File: src/rtl/ccmd_pkg.sv
// Package: shared encodings for the card command engine.
// Assumes a 16-bit register data path.
package ccmd_pkg;
    localparam int DATA_W = 16;

    typedef enum logic [2:0] {
        SEL_CLK  = 3'd0,
        SEL_STAT = 3'd1,
        SEL_CFG  = 3'd2,
        SEL_IDX  = 3'd3,
        SEL_ARGH = 3'd4,
        SEL_ARGL = 3'd5,
        SEL_RESP = 3'd6,
        SEL_IRQ  = 3'd7
    } reg_sel_e;

    localparam logic [DATA_W-1:0] CFG_MASK = 16'h3DFF;
    localparam int CFG_STOP_BIT  = 10;
    localparam int CFG_DEN_BIT   = 2;
    localparam int ST_TOUT_BIT   = 1;
    localparam int ST_CLKON_BIT  = 8;
    localparam int ST_DONE_BIT   = 13;
    localparam int CLK_START_BIT = 0;
    localparam int CLK_STOP_BIT  = 1;
    localparam int IRQ_BIT       = 0;
endpackage

File: src/rtl/ccmd_regs.sv
// Module: register file and read path of the card command engine.
// Holds index, argument and configuration, decodes write strobes, registers read data.
// Assumes reg_wr and reg_rd are not asserted together.
module ccmd_regs
    import ccmd_pkg::*;
#(
    parameter int IDX_W = 6
) (
    input  logic              clk,
    input  logic              rst_n,
    input  logic              reg_wr,
    input  logic              reg_rd,
    input  logic [2:0]        reg_sel,
    input  logic [DATA_W-1:0] reg_wdata,
    input  logic [DATA_W-1:0] status_word,
    input  logic              irq_bit,
    input  logic [DATA_W-1:0] fifo_head,
    output logic [DATA_W-1:0] cfg_q,
    output logic              cfg_wr,
    output logic [DATA_W-1:0] cfg_wdata,
    output logic              start_wr,
    output logic              stop_wr,
    output logic              irq_clr_wr,
    output logic              pop,
    output logic [IDX_W-1:0]  cmd_index,
    output logic [2*DATA_W-1:0] cmd_arg,
    output logic [DATA_W-1:0] reg_rdata
);
    localparam logic [DATA_W-1:0] IDX_FLAG = DATA_W'(1) << IDX_W;

    reg_sel_e sel;
    assign sel = reg_sel_e'(reg_sel);

    // Decode write strobes for the sequencer
    always_comb begin
        cfg_wr     = reg_wr && (sel == SEL_CFG);
        cfg_wdata  = reg_wdata & CFG_MASK;
        start_wr   = reg_wr && (sel == SEL_CLK) && reg_wdata[CLK_START_BIT];
        stop_wr    = reg_wr && (sel == SEL_CLK) && reg_wdata[CLK_STOP_BIT];
        irq_clr_wr = reg_wr && (sel == SEL_IRQ) && reg_wdata[IRQ_BIT];
        pop        = reg_rd && (sel == SEL_RESP);
    end

    // Storage for index, argument halves and configuration
    always_ff @(posedge clk) begin
        if (!rst_n) begin
            cfg_q     <= '0;
            cmd_index <= '0;
            cmd_arg   <= '0;
        end else if (reg_wr) begin
            case (sel)
                SEL_CFG:  cfg_q <= cfg_wdata;
                SEL_IDX:  cmd_index <= reg_wdata[IDX_W-1:0];
                SEL_ARGH: cmd_arg[2*DATA_W-1:DATA_W] <= reg_wdata;
                SEL_ARGL: cmd_arg[DATA_W-1:0] <= reg_wdata;
                default: ;
            endcase
        end
    end

    // Registered read multiplexer
    always_ff @(posedge clk) begin
        if (!rst_n) begin
            reg_rdata <= '0;
        end else if (reg_rd) begin
            case (sel)
                SEL_STAT: reg_rdata <= status_word;
                SEL_CFG:  reg_rdata <= cfg_q;
                SEL_IDX:  reg_rdata <= DATA_W'(cmd_index) | IDX_FLAG;
                SEL_ARGH: reg_rdata <= cmd_arg[2*DATA_W-1:DATA_W];
                SEL_ARGL: reg_rdata <= cmd_arg[DATA_W-1:0];
                SEL_RESP: reg_rdata <= fifo_head;
                SEL_IRQ:  reg_rdata <= DATA_W'(irq_bit);
                default:  reg_rdata <= '0;
            endcase
        end
    end

    AST_IDX_FLAG_READ: assert property (@(posedge clk) disable iff (!rst_n)
        (reg_rd && sel == SEL_IDX) |=> reg_rdata[IDX_W]);
endmodule

File: src/rtl/ccmd_rsp_fifo.sv
// Module: response capture queue.
// Packs incoming bytes little-end-first into 16-bit entries and counts received bytes.
// Pops return the entries in order, then zero once all are read.
// Assumes clr has priority over a byte arriving in the same cycle.
module ccmd_rsp_fifo #(
    parameter int NUM_ENTRIES = 9,
    parameter int CNT_W       = 6
) (
    input  logic             clk,
    input  logic             rst_n,
    input  logic             clr,
    input  logic             byte_we,
    input  logic [7:0]       byte_in,
    input  logic             pop,
    output logic [15:0]      head,
    output logic [CNT_W-1:0] byte_cnt
);
    localparam int PTR_W = $clog2(NUM_ENTRIES + 1);
    localparam logic [CNT_W-1:0] CNT_MAX = {CNT_W{1'b1}};

    logic [15:0]      entry_q [NUM_ENTRIES];
    logic [PTR_W-1:0] rd_ptr;
    logic [NUM_ENTRIES-1:0] hit_lo, hit_hi;

    // Per-entry byte-slot match against the running byte count
    for (genvar e = 0; e < NUM_ENTRIES; e++) begin : g_slot
        assign hit_lo[e] = byte_we && (byte_cnt == CNT_W'(2*e));
        assign hit_hi[e] = byte_we && (byte_cnt == CNT_W'(2*e + 1));
    end

    // Entry storage: clear on request, otherwise fill the addressed half
    always_ff @(posedge clk) begin
        for (int e = 0; e < NUM_ENTRIES; e++) begin
            if (!rst_n || clr)  entry_q[e] <= '0;
            else if (hit_lo[e]) entry_q[e][7:0]  <= byte_in;
            else if (hit_hi[e]) entry_q[e][15:8] <= byte_in;
        end
    end

    // Saturating received-byte counter
    always_ff @(posedge clk) begin
        if (!rst_n || clr)                      byte_cnt <= '0;
        else if (byte_we && byte_cnt != CNT_MAX) byte_cnt <= byte_cnt + 1'b1;
    end

    // Read pointer advancing on each pop until past the last entry
    always_ff @(posedge clk) begin
        if (!rst_n || clr)                                 rd_ptr <= '0;
        else if (pop && rd_ptr < PTR_W'(NUM_ENTRIES))      rd_ptr <= rd_ptr + 1'b1;
    end

    assign head = (rd_ptr < PTR_W'(NUM_ENTRIES)) ? entry_q[rd_ptr] : 16'h0000;

    AST_PTR_BOUND: assert property (@(posedge clk) disable iff (!rst_n)
        rd_ptr <= PTR_W'(NUM_ENTRIES));
    AST_CLR_EMPTIES: assert property (@(posedge clk) disable iff (!rst_n)
        clr |=> (byte_cnt == '0 && head == 16'h0000));
endmodule

File: src/rtl/ccmd_seq.sv
// Module: launch and completion sequencer.
// Tracks clock enable, the pending request and the response wait.
// Judges the response length against the configured type and keeps the status and interrupt bits.
// Assumes a single register write per cycle.
module ccmd_seq
    import ccmd_pkg::*;
#(
    parameter int CNT_W     = 6,
    parameter int SHORT_LEN = 4,
    parameter int LONG_LEN  = 16
) (
    input  logic              clk,
    input  logic              rst_n,
    input  logic              cfg_wr,
    input  logic [DATA_W-1:0] cfg_wdata,
    input  logic [DATA_W-1:0] cfg_q,
    input  logic              start_wr,
    input  logic              stop_wr,
    input  logic              irq_clr_wr,
    input  logic              rsp_valid,
    input  logic              rsp_end,
    input  logic [CNT_W-1:0]  byte_cnt,
    output logic              cmd_issue,
    output logic              data_go,
    output logic              end_cmd_irq,
    output logic              st_clk_en,
    output logic              st_tout,
    output logic              st_done,
    output logic              fifo_clr,
    output logic              byte_we
);
    logic pending_q, busy_q;
    logic issue_now, resp_close, resp_ok;
    logic [DATA_W-1:0] eff_cfg;
    logic [CNT_W:0] got, need;

    // Launch decision and response length check
    always_comb begin
        eff_cfg   = cfg_wr ? cfg_wdata : cfg_q;
        issue_now = (cfg_wr && !cfg_wdata[CFG_STOP_BIT] && st_clk_en) ||
                    (start_wr && pending_q && !cfg_q[CFG_STOP_BIT]);
        case (cfg_q[1:0])
            2'd0:    need = '0;
            2'd2:    need = (CNT_W+1)'(LONG_LEN);
            default: need = (CNT_W+1)'(SHORT_LEN);
        endcase
        got        = {1'b0, byte_cnt} + {{CNT_W{1'b0}}, rsp_valid};
        resp_ok    = got >= need;
        resp_close = busy_q && rsp_end && !cfg_wr && !stop_wr;
        fifo_clr   = issue_now || (resp_close && !resp_ok);
        byte_we    = busy_q && rsp_valid;
    end

    // State, status and interrupt update
    always_ff @(posedge clk) begin
        if (!rst_n) begin
            pending_q <= 1'b0; busy_q <= 1'b0; st_clk_en <= 1'b0;
            st_tout <= 1'b0; st_done <= 1'b0; end_cmd_irq <= 1'b0;
            cmd_issue <= 1'b0; data_go <= 1'b0;
        end else begin
            cmd_issue <= issue_now;
            data_go   <= 1'b0;
            if (cfg_wr) begin
                pending_q <= 1'b1;
                busy_q    <= 1'b0;
            end
            if ((cfg_wr && !cfg_wdata[CFG_STOP_BIT]) || issue_now) begin
                st_tout <= 1'b0;
                st_done <= 1'b0;
            end
            if (start_wr) st_clk_en <= 1'b1;
            if (issue_now) begin
                pending_q   <= 1'b0;
                end_cmd_irq <= 1'b1;
                if (eff_cfg[1:0] == 2'd0) begin
                    st_done <= 1'b1;
                    data_go <= eff_cfg[CFG_DEN_BIT];
                    busy_q  <= 1'b0;
                end else begin
                    busy_q  <= 1'b1;
                end
            end else if (resp_close) begin
                busy_q <= 1'b0;
                if (resp_ok) begin
                    st_done <= 1'b1;
                    data_go <= cfg_q[CFG_DEN_BIT];
                end else begin
                    st_tout <= 1'b1;
                end
            end
            if (irq_clr_wr) end_cmd_irq <= 1'b0;
            if (stop_wr) begin
                st_clk_en <= 1'b0;
                busy_q    <= 1'b0;
            end
        end
    end

    AST_NO_ISSUE_CLK_OFF: assert property (@(posedge clk) disable iff (!rst_n)
        (!st_clk_en && !start_wr) |=> !cmd_issue);
    AST_TOUT_DONE_EXCL: assert property (@(posedge clk) disable iff (!rst_n)
        !(st_tout && st_done));
    AST_GO_AFTER_DONE: assert property (@(posedge clk) disable iff (!rst_n)
        data_go |-> st_done);
    AST_IRQ_ON_ISSUE: assert property (@(posedge clk) disable iff (!rst_n)
        cmd_issue |-> end_cmd_irq);
    AST_STOP_HALTS: assert property (@(posedge clk) disable iff (!rst_n)
        stop_wr |=> (!st_clk_en && !busy_q));
endmodule

File: src/rtl/card_cmd_engine.sv
// Module: top of the card command engine.
// Connects the register file, the launch sequencer and the response queue, and assembles the status word.
// Assumes LONG_LEN does not exceed two bytes per queue entry.
module card_cmd_engine
    import ccmd_pkg::*;
#(
    parameter int NUM_ENTRIES = 9,
    parameter int IDX_W       = 6,
    parameter int SHORT_LEN   = 4,
    parameter int LONG_LEN    = 16
) (
    input  logic         clk,
    input  logic         rst_n,
    input  logic         reg_wr,
    input  logic         reg_rd,
    input  logic [2:0]   reg_sel,
    input  logic [15:0]  reg_wdata,
    output logic [15:0]  reg_rdata,
    output logic         cmd_issue,
    output logic [5:0]   cmd_index,
    output logic [31:0]  cmd_arg,
    input  logic         rsp_valid,
    input  logic [7:0]   rsp_byte,
    input  logic         rsp_end,
    output logic         data_go,
    output logic         end_cmd_irq
);
    localparam int CNT_W = $clog2(2*NUM_ENTRIES + 1) + 1;

    logic [DATA_W-1:0] cfg_q, cfg_wdata, status_word, fifo_head;
    logic cfg_wr, start_wr, stop_wr, irq_clr_wr, pop;
    logic st_clk_en, st_tout, st_done, fifo_clr, byte_we;
    logic [CNT_W-1:0] byte_cnt;

    // Status word with fixed bit positions for software
    always_comb begin
        status_word               = '0;
        status_word[ST_TOUT_BIT]  = st_tout;
        status_word[ST_CLKON_BIT] = st_clk_en;
        status_word[ST_DONE_BIT]  = st_done;
    end

    ccmd_regs #(.IDX_W(IDX_W)) u_regs (
        .clk(clk), .rst_n(rst_n), .reg_wr(reg_wr), .reg_rd(reg_rd),
        .reg_sel(reg_sel), .reg_wdata(reg_wdata), .status_word(status_word),
        .irq_bit(end_cmd_irq), .fifo_head(fifo_head), .cfg_q(cfg_q),
        .cfg_wr(cfg_wr), .cfg_wdata(cfg_wdata), .start_wr(start_wr),
        .stop_wr(stop_wr), .irq_clr_wr(irq_clr_wr), .pop(pop),
        .cmd_index(cmd_index), .cmd_arg(cmd_arg), .reg_rdata(reg_rdata)
    );

    ccmd_seq #(.CNT_W(CNT_W), .SHORT_LEN(SHORT_LEN), .LONG_LEN(LONG_LEN)) u_seq (
        .clk(clk), .rst_n(rst_n), .cfg_wr(cfg_wr), .cfg_wdata(cfg_wdata),
        .cfg_q(cfg_q), .start_wr(start_wr), .stop_wr(stop_wr),
        .irq_clr_wr(irq_clr_wr), .rsp_valid(rsp_valid), .rsp_end(rsp_end),
        .byte_cnt(byte_cnt), .cmd_issue(cmd_issue), .data_go(data_go),
        .end_cmd_irq(end_cmd_irq), .st_clk_en(st_clk_en), .st_tout(st_tout),
        .st_done(st_done), .fifo_clr(fifo_clr), .byte_we(byte_we)
    );

    ccmd_rsp_fifo #(.NUM_ENTRIES(NUM_ENTRIES), .CNT_W(CNT_W)) u_fifo (
        .clk(clk), .rst_n(rst_n), .clr(fifo_clr), .byte_we(byte_we),
        .byte_in(rsp_byte), .pop(pop), .head(fifo_head), .byte_cnt(byte_cnt)
    );
endmodule

File: config.mk
export PLATFORM = sky130hd
export DESIGN_NAME = card_cmd_engine
export DESIGN_NICKNAME = d
export VERILOG_FILES = /design/src/rtl/ccmd_pkg.sv /design/src/rtl/ccmd_regs.sv /design/src/rtl/ccmd_rsp_fifo.sv /design/src/rtl/ccmd_seq.sv /design/src/rtl/card_cmd_engine.sv
export SDC_FILE = /design/constraint.sdc
export NUM_CORES = 1
export LEC_CHECK = 0
export BUFFER_PORTS_ARGS = -buffer_cell sky130_fd_sc_hd__buf_2
export CAP_MARGIN = 20
export CORE_MARGIN = 2
export CORE_UTILIZATION = 45
export DETAILED_ROUTE_END_ITERATION = 16
export HOLD_SLACK_MARGIN = 0.15
export REMOVE_ABC_BUFFERS = 1
export SYNTH_ARGS = -nofsm -noshare
export SYNTH_HDL_FRONTEND = slang
export SYNTH_SLANG_ARGS = --single-unit
File: constraint.sdc
create_clock -name clk -period 4.2 [get_ports clk]
set_input_delay 0.21 -clock clk [delete_from_list [all_inputs] [get_ports clk]]
set_output_delay 0.21 -clock clk [all_outputs]
set_load 0.05 [all_outputs]
==> out/qor.csv, run 1 <==
stage,metric,value,unit
sta,Worst-Margin Slew,1.080,ns
cells_and_area,area of the multi-input gates,4195,µm²
cells_and_area,nets,1099,
worst_setup_path,crit-path max cell delay,0.48,ns
sta,clk_skew,0.01241,ns
synth,Post-synth EDFFs,144,
sta,fin. max-slew vios,0,
worst_setup_path,Worst Setup SP,u_fifo.byte_cnt[0],
detailed_routing,DRT Pass-1 Iters,5,
global_routing,GRT overflow,0,
worst_setup_path,"Slowest-stage cell, CP",o21ai_0,
cells_and_area,Storage cell area,6107,µm²
power_and_ir_drop,Worst VDD drop,0.0002770,V
status,run status,"finished, final reports clean",
synth,Ys Warns,0,
global_routing,initial antenna violation count,0,
place,dpl hpwl,20.20,mm
detailed_routing,drt initial violations,607,
synth,Async SR Flop Fraction,0,%
worst_setup_path,CP required,4.32,ns
clocking,maximum clock path buffer count,3,
worst_setup_path,CP Max Fanout,43,
clocking,"Reg clk slew, reported paths",0.06,ns
clocking,clock root buffer,clkbuf_16,
power_and_ir_drop,Leakage,4.479,nW
worst_setup_path,Worst Setup EP,u_fifo.entry_q[1][0],
clocking,postcts setup bufs,0,
place,Buffers on Ports,89,
worst_setup_path,"Critical Path, Cell by Cell","ha_1, ha_1, nand3_1, xnor2_1, ha_1, nand2_1, o32ai_1, a221oi_4, a31oi_2, buf_4, o21ai_0",
cells_and_area,Antenna Diode Count,0,
detailed_routing,DR vias/cell,5.776,
floorplan,row count,56,
worst_setup_path,crit path DAT,3.62,ns
cells_and_area,P&R area growth vs syn,16.49,%
worst_setup_path,worst reg2reg path endpoint,u_fifo.entry_q[1][0],
power_and_ir_drop,Power Density,396.9,nW/µm²
synth,ys flop type,edfxtp_1,
sta,min Tclk post-route,3.500,ns
sta,setup TNS,0,ns
cells_and_area,fin area,12480,µm²
floorplan,Die Width,158.3,µm
global_routing,largest net degree at the start of global routing,57,
floorplan,Initial Utilization,45.78,%
sta,Slew HR,27.25,%
synth,Mean Syn Cell Area,11.21,µm²
floorplan,die area,25060,µm²
worst_setup_path,reg2reg start,u_fifo.byte_cnt[0],
sta,fmax,285.7,MHz
worst_setup_path,crit path buf inv count,1,
detailed_routing,met1 WL,13.30,mm
worst_setup_path,crit path capture type,flip-flop,
clocking,TritonCTS buffer count,27,
worst_setup_path,WP depth,11,
worst_setup_path,Worst R2R Setup Slack,0.70,ns
worst_setup_path,Worst R2R Path Depth,11,
worst_setup_path,most frequent CP cell,ha_1,
clocking,worst-skew pair later-pin latency,0.52,ns
detailed_routing,vias,8046,
sta,final setup fails,0,
synth,register area share after synthesis,57.00,%
sta,final hold violation count,0,
detailed_routing,WL final,29.72,mm
place,gp weighted congestion,0.8413,
cells_and_area,fillcell total,2088,
detailed_routing,drt drc,0,
min_path,Hold Crit Class,input port to flip-flop,
detailed_routing,Avg WL per Cell,21.33,µm
cells_and_area,most frequent cells in the layout,"nand2_1 (146), edfxtp_1 (144), nor3_1 (137), buf_2 (93), dfxtp_1 (88)",
clocking,CTS tree,done,
detailed_routing,top sig layer,met4,
synth,Cells after Synth,956,
power_and_ir_drop,total power,4.953,mW
sta,Final Cycle Share,83.32,%
clocking,H-tree Lvls,1,
place,Post-DP Area,11430,µm²
clocking,# clock sinks,233,
detailed_routing,met2 WL,13.71,mm
synth,synth unique cells,53,
floorplan,core area,23400,µm²
sta,RSZ-0062 raised after global routing,no,
floorplan,total I/O pin count,90,
synth,synthesis-stage register bit count,233,
worst_setup_path,Crit path max-delay family,compound AO/OA/AOI/OAI gates,
floorplan,Die H,158.3,µm
cells_and_area,final core occ,53.33,%
synth,Mapped Area,10710,µm²
worst_setup_path,critical path type,flip-flop to flip-flop,
detailed_routing,Routed Antenna Nets,0,
flow_run,max-cap viol count,0,
global_routing,GRT Total Usage,23.67,%
cells_and_area,"commonest non-fill, non-tap cell in the layout",nand2_1,
cells_and_area,share of layout cells above drive strength 1,18.99,%
detailed_routing,DR WL met3,2.206,mm
global_routing,vias in the first global route,7732,
global_routing,first-pass GRT wire length,45.04,mm
worst_setup_path,CP Launch Type,flip-flop,
==> area by class of cell <==
cell class | count | area share [%]
sequential | 233 | 48.94
multi-input combinational | 636 | 33.62
timing repair buffer | 149 | 7.660
clock buffer | 41 | 6.106
tap | 319 | 3.198
inverter | 9 | 0.2707
clock inverter | 6 | 0.2105
==> synth_stat cells (15+ instances only) <==
cell      number  area share, %
nor2_1        37            1.3
dfxtp_1       89             17
nand3_1       16           0.75
a21boi_0      46            3.2
clkbuf_1      47            1.6
a21oi_1       15           0.70
nand2_1      146            5.1
o21ai_0       33            1.5
and3_1        26            1.5
mux4_2        32            6.7
nor3_1       137            6.4
edfxtp_1     144             40
mux2i_1       21            2.0
==> metrics by stage <==
stage	hold slack [ns]	std cells	setup slack, ns
floorplan	0.3262	878	0.5621
global placement	0.4491	1317	0.7331
detailed placement	0.4549	1317	0.6319
CTS	0.1502	1385	0.6177
global route	0.1841	1393	0.4362
finish	0.1777	1393	0.7004
==> worst min-delay path by stage <==
stage	start	end	slack [ns]	cells past startpoint
6_report	reg_sel[1]	u_seq.end_cmd_irq	0.18	4
5_1_grt	rsp_byte[6]	u_fifo.entry_q[8][6]	0.18	2
4_1_cts	reg_sel[1]	u_seq.end_cmd_irq	0.15	4
3_5_place_dp	u_seq.pending_q	u_seq.pending_q	0.45	2
3_3_place_gp	u_seq.pending_q	u_seq.pending_q	0.45	2
2_1_floorplan	rst_n	u_seq.st_done	0.33	2
==> power breakdown <==
part	internal (mW)	total (mW)	switching, mW
sequential	2.48	2.51	0.0313
combinational	0.107	0.324	0.216
clock	1.24	2.12	0.884
==> tightest hold or removal path, cell delays in order <==
cell and delay (ns):
buf_2 0.20, nand3_1 0.12, o21ai_0 0.07, nor2_1 0.07
==> logic make-up after synthesis <==
| family | after synthesis | synth area share (%) |
|---|---|---|
| AOI/OAI and AO/OA | 162 | 10.55 |
| xor gates and xnor gates | 7 | 0.5723 |
| adders and majority gates | 10 | 1.168 |
| buffers and inverters | 87 | 3.983 |
| DFF | 233 | 57.00 |
| muxes | 57 | 9.110 |
| and+or+nand+nor | 400 | 17.62 |
==> repair_timing <==
action	4_1_cts	5_1_grt
endpoints found under the hold margin	62	0
gates resized for setup	0	0
hold buffers	21	0
==> metal layers <==
| metal | track usage [%] | vias up |
|---|---|---|
| met4 | 5.491 | 0 |
| met3 | 3.321 | 33 |
| met2 | 38.18 | 316 |
| li1 | - | 3767 |
| met1 | 34.15 | 3930 |
| met5 | 0 | - |
==> flip-flops by register name (all words and copies together), names as in the netlist, 4 cells and up, named ones only <==
signal and flops:
u_regs.cmd_arg 32, u_fifo.rd_ptr 4, u_regs.reg_rdata 16, u_regs.cmd_index 6, u_regs.cfg_q 13, u_fifo.byte_cnt 6
u_fifo.entry_q 144
Note: power is estimated with default switching activity, not from simulation.
==> run 2, diff against run 1 <==
==> constraint.sdc (replaced) <==
create_clock -name clk -period 3.4 [get_ports clk]
set_input_delay 0.17 -clock clk [delete_from_list [all_inputs] [get_ports clk]]
set_output_delay 0.17 -clock clk [all_outputs]
set_load 0.05 [all_outputs]
==> run 2 against run 1 <==
Against the previous run:
- highest routed layer unchanged
- final area rose by 1.6%
- routed wire length fell by 2.6%
- largest cell class unchanged
- clock power rose by 22%
- total power rose by 23%
- cell count rose by 1.5%
- fmax rose by 10%
- worst setup slack got worse by 0.48 ns
- clock-buffer cell count fell by 10
==> out/qor.csv, run 2 (synthesis gave the netlist of run 1 again) <==
stage,metric,value,unit
status,run status,"finished, final reports clean",
worst_setup_path,"Critical Path, Cell by Cell","ha_1, ha_1, nand3_1, xnor2_1, ha_1, nand2_1, o32ai_1, a221oi_4, a31oi_2, buf_12, o21ai_0, buf_4",
cells_and_area,Largest register FFs,144,
power_and_ir_drop,Power Density,481.9,nW/µm²
floorplan,Initial Utilization,45.78,%
cells_and_area,P&R area growth vs syn,18.36,%
sta,hold_ws,0.1744,ns
worst_setup_path,CP Launch Type,flip-flop,
worst_setup_path,crit path capture type,flip-flop,
cells_and_area,final core occ,54.18,%
global_routing,largest net degree at the start of global routing,73,
detailed_routing,WL final,28.94,mm
worst_setup_path,"Slowest-stage cell, CP",o32ai_1,
clocking,postcts setup bufs,0,
worst_setup_path,CP Max Fanout,43,
power_and_ir_drop,Worst VDD drop,0.0002817,V
cells_and_area,most flop-heavy register,u_fifo.entry_q,
cells_and_area,fin area,12680,µm²
floorplan,row count,56,
sta,final worst slack,0.2245,ns
cells_and_area,Storage cell area,6107,µm²
cells_and_area,most frequent cells in the layout,"nand2_1 (146), edfxtp_1 (144), nor3_1 (137), buf_2 (89), dfxtp_1 (88)",
cells_and_area,nets,1119,
sta,Slew HR,38.74,%
detailed_routing,Routed Antenna Nets,0,
power_and_ir_drop,Leakage,4.582,nW
worst_setup_path,most frequent CP cell,ha_1,
cells_and_area,Regs by FF count,"u_fifo.entry_q x144, u_regs.cmd_arg x32, u_regs.reg_rdata x16",
floorplan,die area,25060,µm²
cells_and_area,fillcell total,2083,
sta,fmax,314.9,MHz
sta,RSZ-0062 raised after global routing,no,
global_routing,vias in the first global route,7854,
worst_setup_path,CP required,3.68,ns
place,Buffers on Ports,89,
global_routing,initial antenna violation count,0,
detailed_routing,drt drc,0,
flow_run,max-cap viol count,0,
detailed_routing,DRT Pass-1 Iters,5,
sta,final setup fails,0,
sta,clk_skew,0.01827,ns
clocking,CTS tree,done,
worst_setup_path,worst reg2reg path endpoint,u_fifo.entry_q[5][7],
floorplan,core area,23400,µm²
cells_and_area,share of layout cells above drive strength 1,20.00,%
detailed_routing,drt initial violations,520,
clocking,H-tree Lvls,1,
worst_setup_path,crit path DAT,3.45,ns
place,worst slack at placement,0.1666,ns
sta,min Tclk post-route,3.175,ns
clocking,clock root buffer,clkbuf_16,
place,Post-DP Area,11640,µm²
min_path,Hold Crit Class,input port to flip-flop,
global_routing,GRT overflow,0,
clocking,"Reg clk slew, reported paths",0.06,ns
cells_and_area,Antenna Diode Count,0,
cells_and_area,area of the multi-input gates,4195,µm²
worst_setup_path,Worst Setup EP,u_fifo.entry_q[5][7],
worst_setup_path,critical path type,flip-flop to flip-flop,
worst_setup_path,Worst Setup SP,u_fifo.byte_cnt[0],
worst_setup_path,crit-path max cell delay,0.45,ns
sta,fin. max-slew vios,0,
floorplan,Die H,158.3,µm
floorplan,Die Width,158.3,µm
worst_setup_path,Worst R2R Path Depth,12,
global_routing,GRT Total Usage,23.26,%
place,dpl hpwl,20.03,mm
detailed_routing,DR vias/cell,5.663,
clocking,# clock sinks,233,
worst_setup_path,reg2reg start,u_fifo.byte_cnt[0],
detailed_routing,Avg WL per Cell,20.47,µm
global_routing,first-pass GRT wire length,44.83,mm
detailed_routing,vias,8007,
floorplan,total I/O pin count,90,
place,gp weighted congestion,0.7985,
clocking,maximum clock path buffer count,3,
clocking,TritonCTS buffer count,25,
clocking,worst-skew pair later-pin latency,0.53,ns
sta,final hold violation count,0,
cells_and_area,"commonest non-fill, non-tap cell in the layout",nand2_1,
worst_setup_path,Worst R2R Setup Slack,0.22,ns
sta,Final Cycle Share,93.40,%
sta,Worst-Margin Slew,0.9171,ns
[run 2: stage by stage]
stage / cells / setup TNS [ns] / total power, mW
2_1_floorplan: 878 / -62.94 / 3.353
3_3_place_gp: 1340 / 0 / 3.548
3_5_place_dp: 1340 / 0 / 3.551
4_1_cts: 1413 / 0 / 6.149
5_1_grt: 1414 / 0 / 6.298
6_report: 1414 / 0 / 6.111
[run 2: worst min path at each step]
stage / startpoint / to / slack, ns / cells after the start
finish: rsp_byte[7] / u_fifo.entry_q[8][15] / 0.17 / 2
floorplan: rst_n / u_seq.st_done / 0.29 / 2
global placement: reg_wdata[15] / u_regs.cmd_arg[15] / 0.44 / 3
global route: rsp_byte[7] / u_fifo.entry_q[8][15] / 0.16 / 2
detailed placement: reg_wdata[15] / u_regs.cmd_arg[15] / 0.44 / 3
CTS: rsp_byte[7] / u_fifo.entry_q[8][15] / 0.15 / 2
[run 2: metal layers]
layer,vias up,wire [µm],track usage (%)
met2,283,13680,38.43
met3,44,1939,3.566
li1,3807,-,-
met5,-,0,0
met1,3873,12750,32.03
met4,0,563,6.692
[run 2: what timing repair did]
| item | CTS | global route |
|---|---|---|
| hold endpoints to repair | 84 | 0 |
| hold buffers | 27 | 0 |
| resized for setup | 0 | 1 |
| setup endpoints to repair | 0 | 8 |
[run 2: cell type report]
type | count | area share, %
repair buffers | 171 | 9.276
clock inverters | 15 | 0.9473
well taps | 319 | 3.148
multi-input cells | 636 | 33.09
inverters | 9 | 0.2664
flip-flops and latches | 233 | 48.16
clock buffers | 31 | 5.111
[run 2: power breakdown]
part	total (mW)	internal (mW)	switching [mW]	leakage [nW]
clock network	2.59	1.50	1.10	0.375
logic	0.429	0.150	0.278	1.96
registers	3.09	3.06	0.0289	2.25
total	6.11	4.71	1.40	4.58
[run 2: critical path: cells and delay by family, from the launching register on]
family | cells | cell delay [ns]
xor gates and xnor gates | 1 | 0.14
buffers and inverters | 2 | 0.46
DFF | 1 | 0.33
and+or+nand+nor | 2 | 0.18
adders and majority gates | 3 | 0.76
AOI/OAI and AO/OA | 4 | 1.05
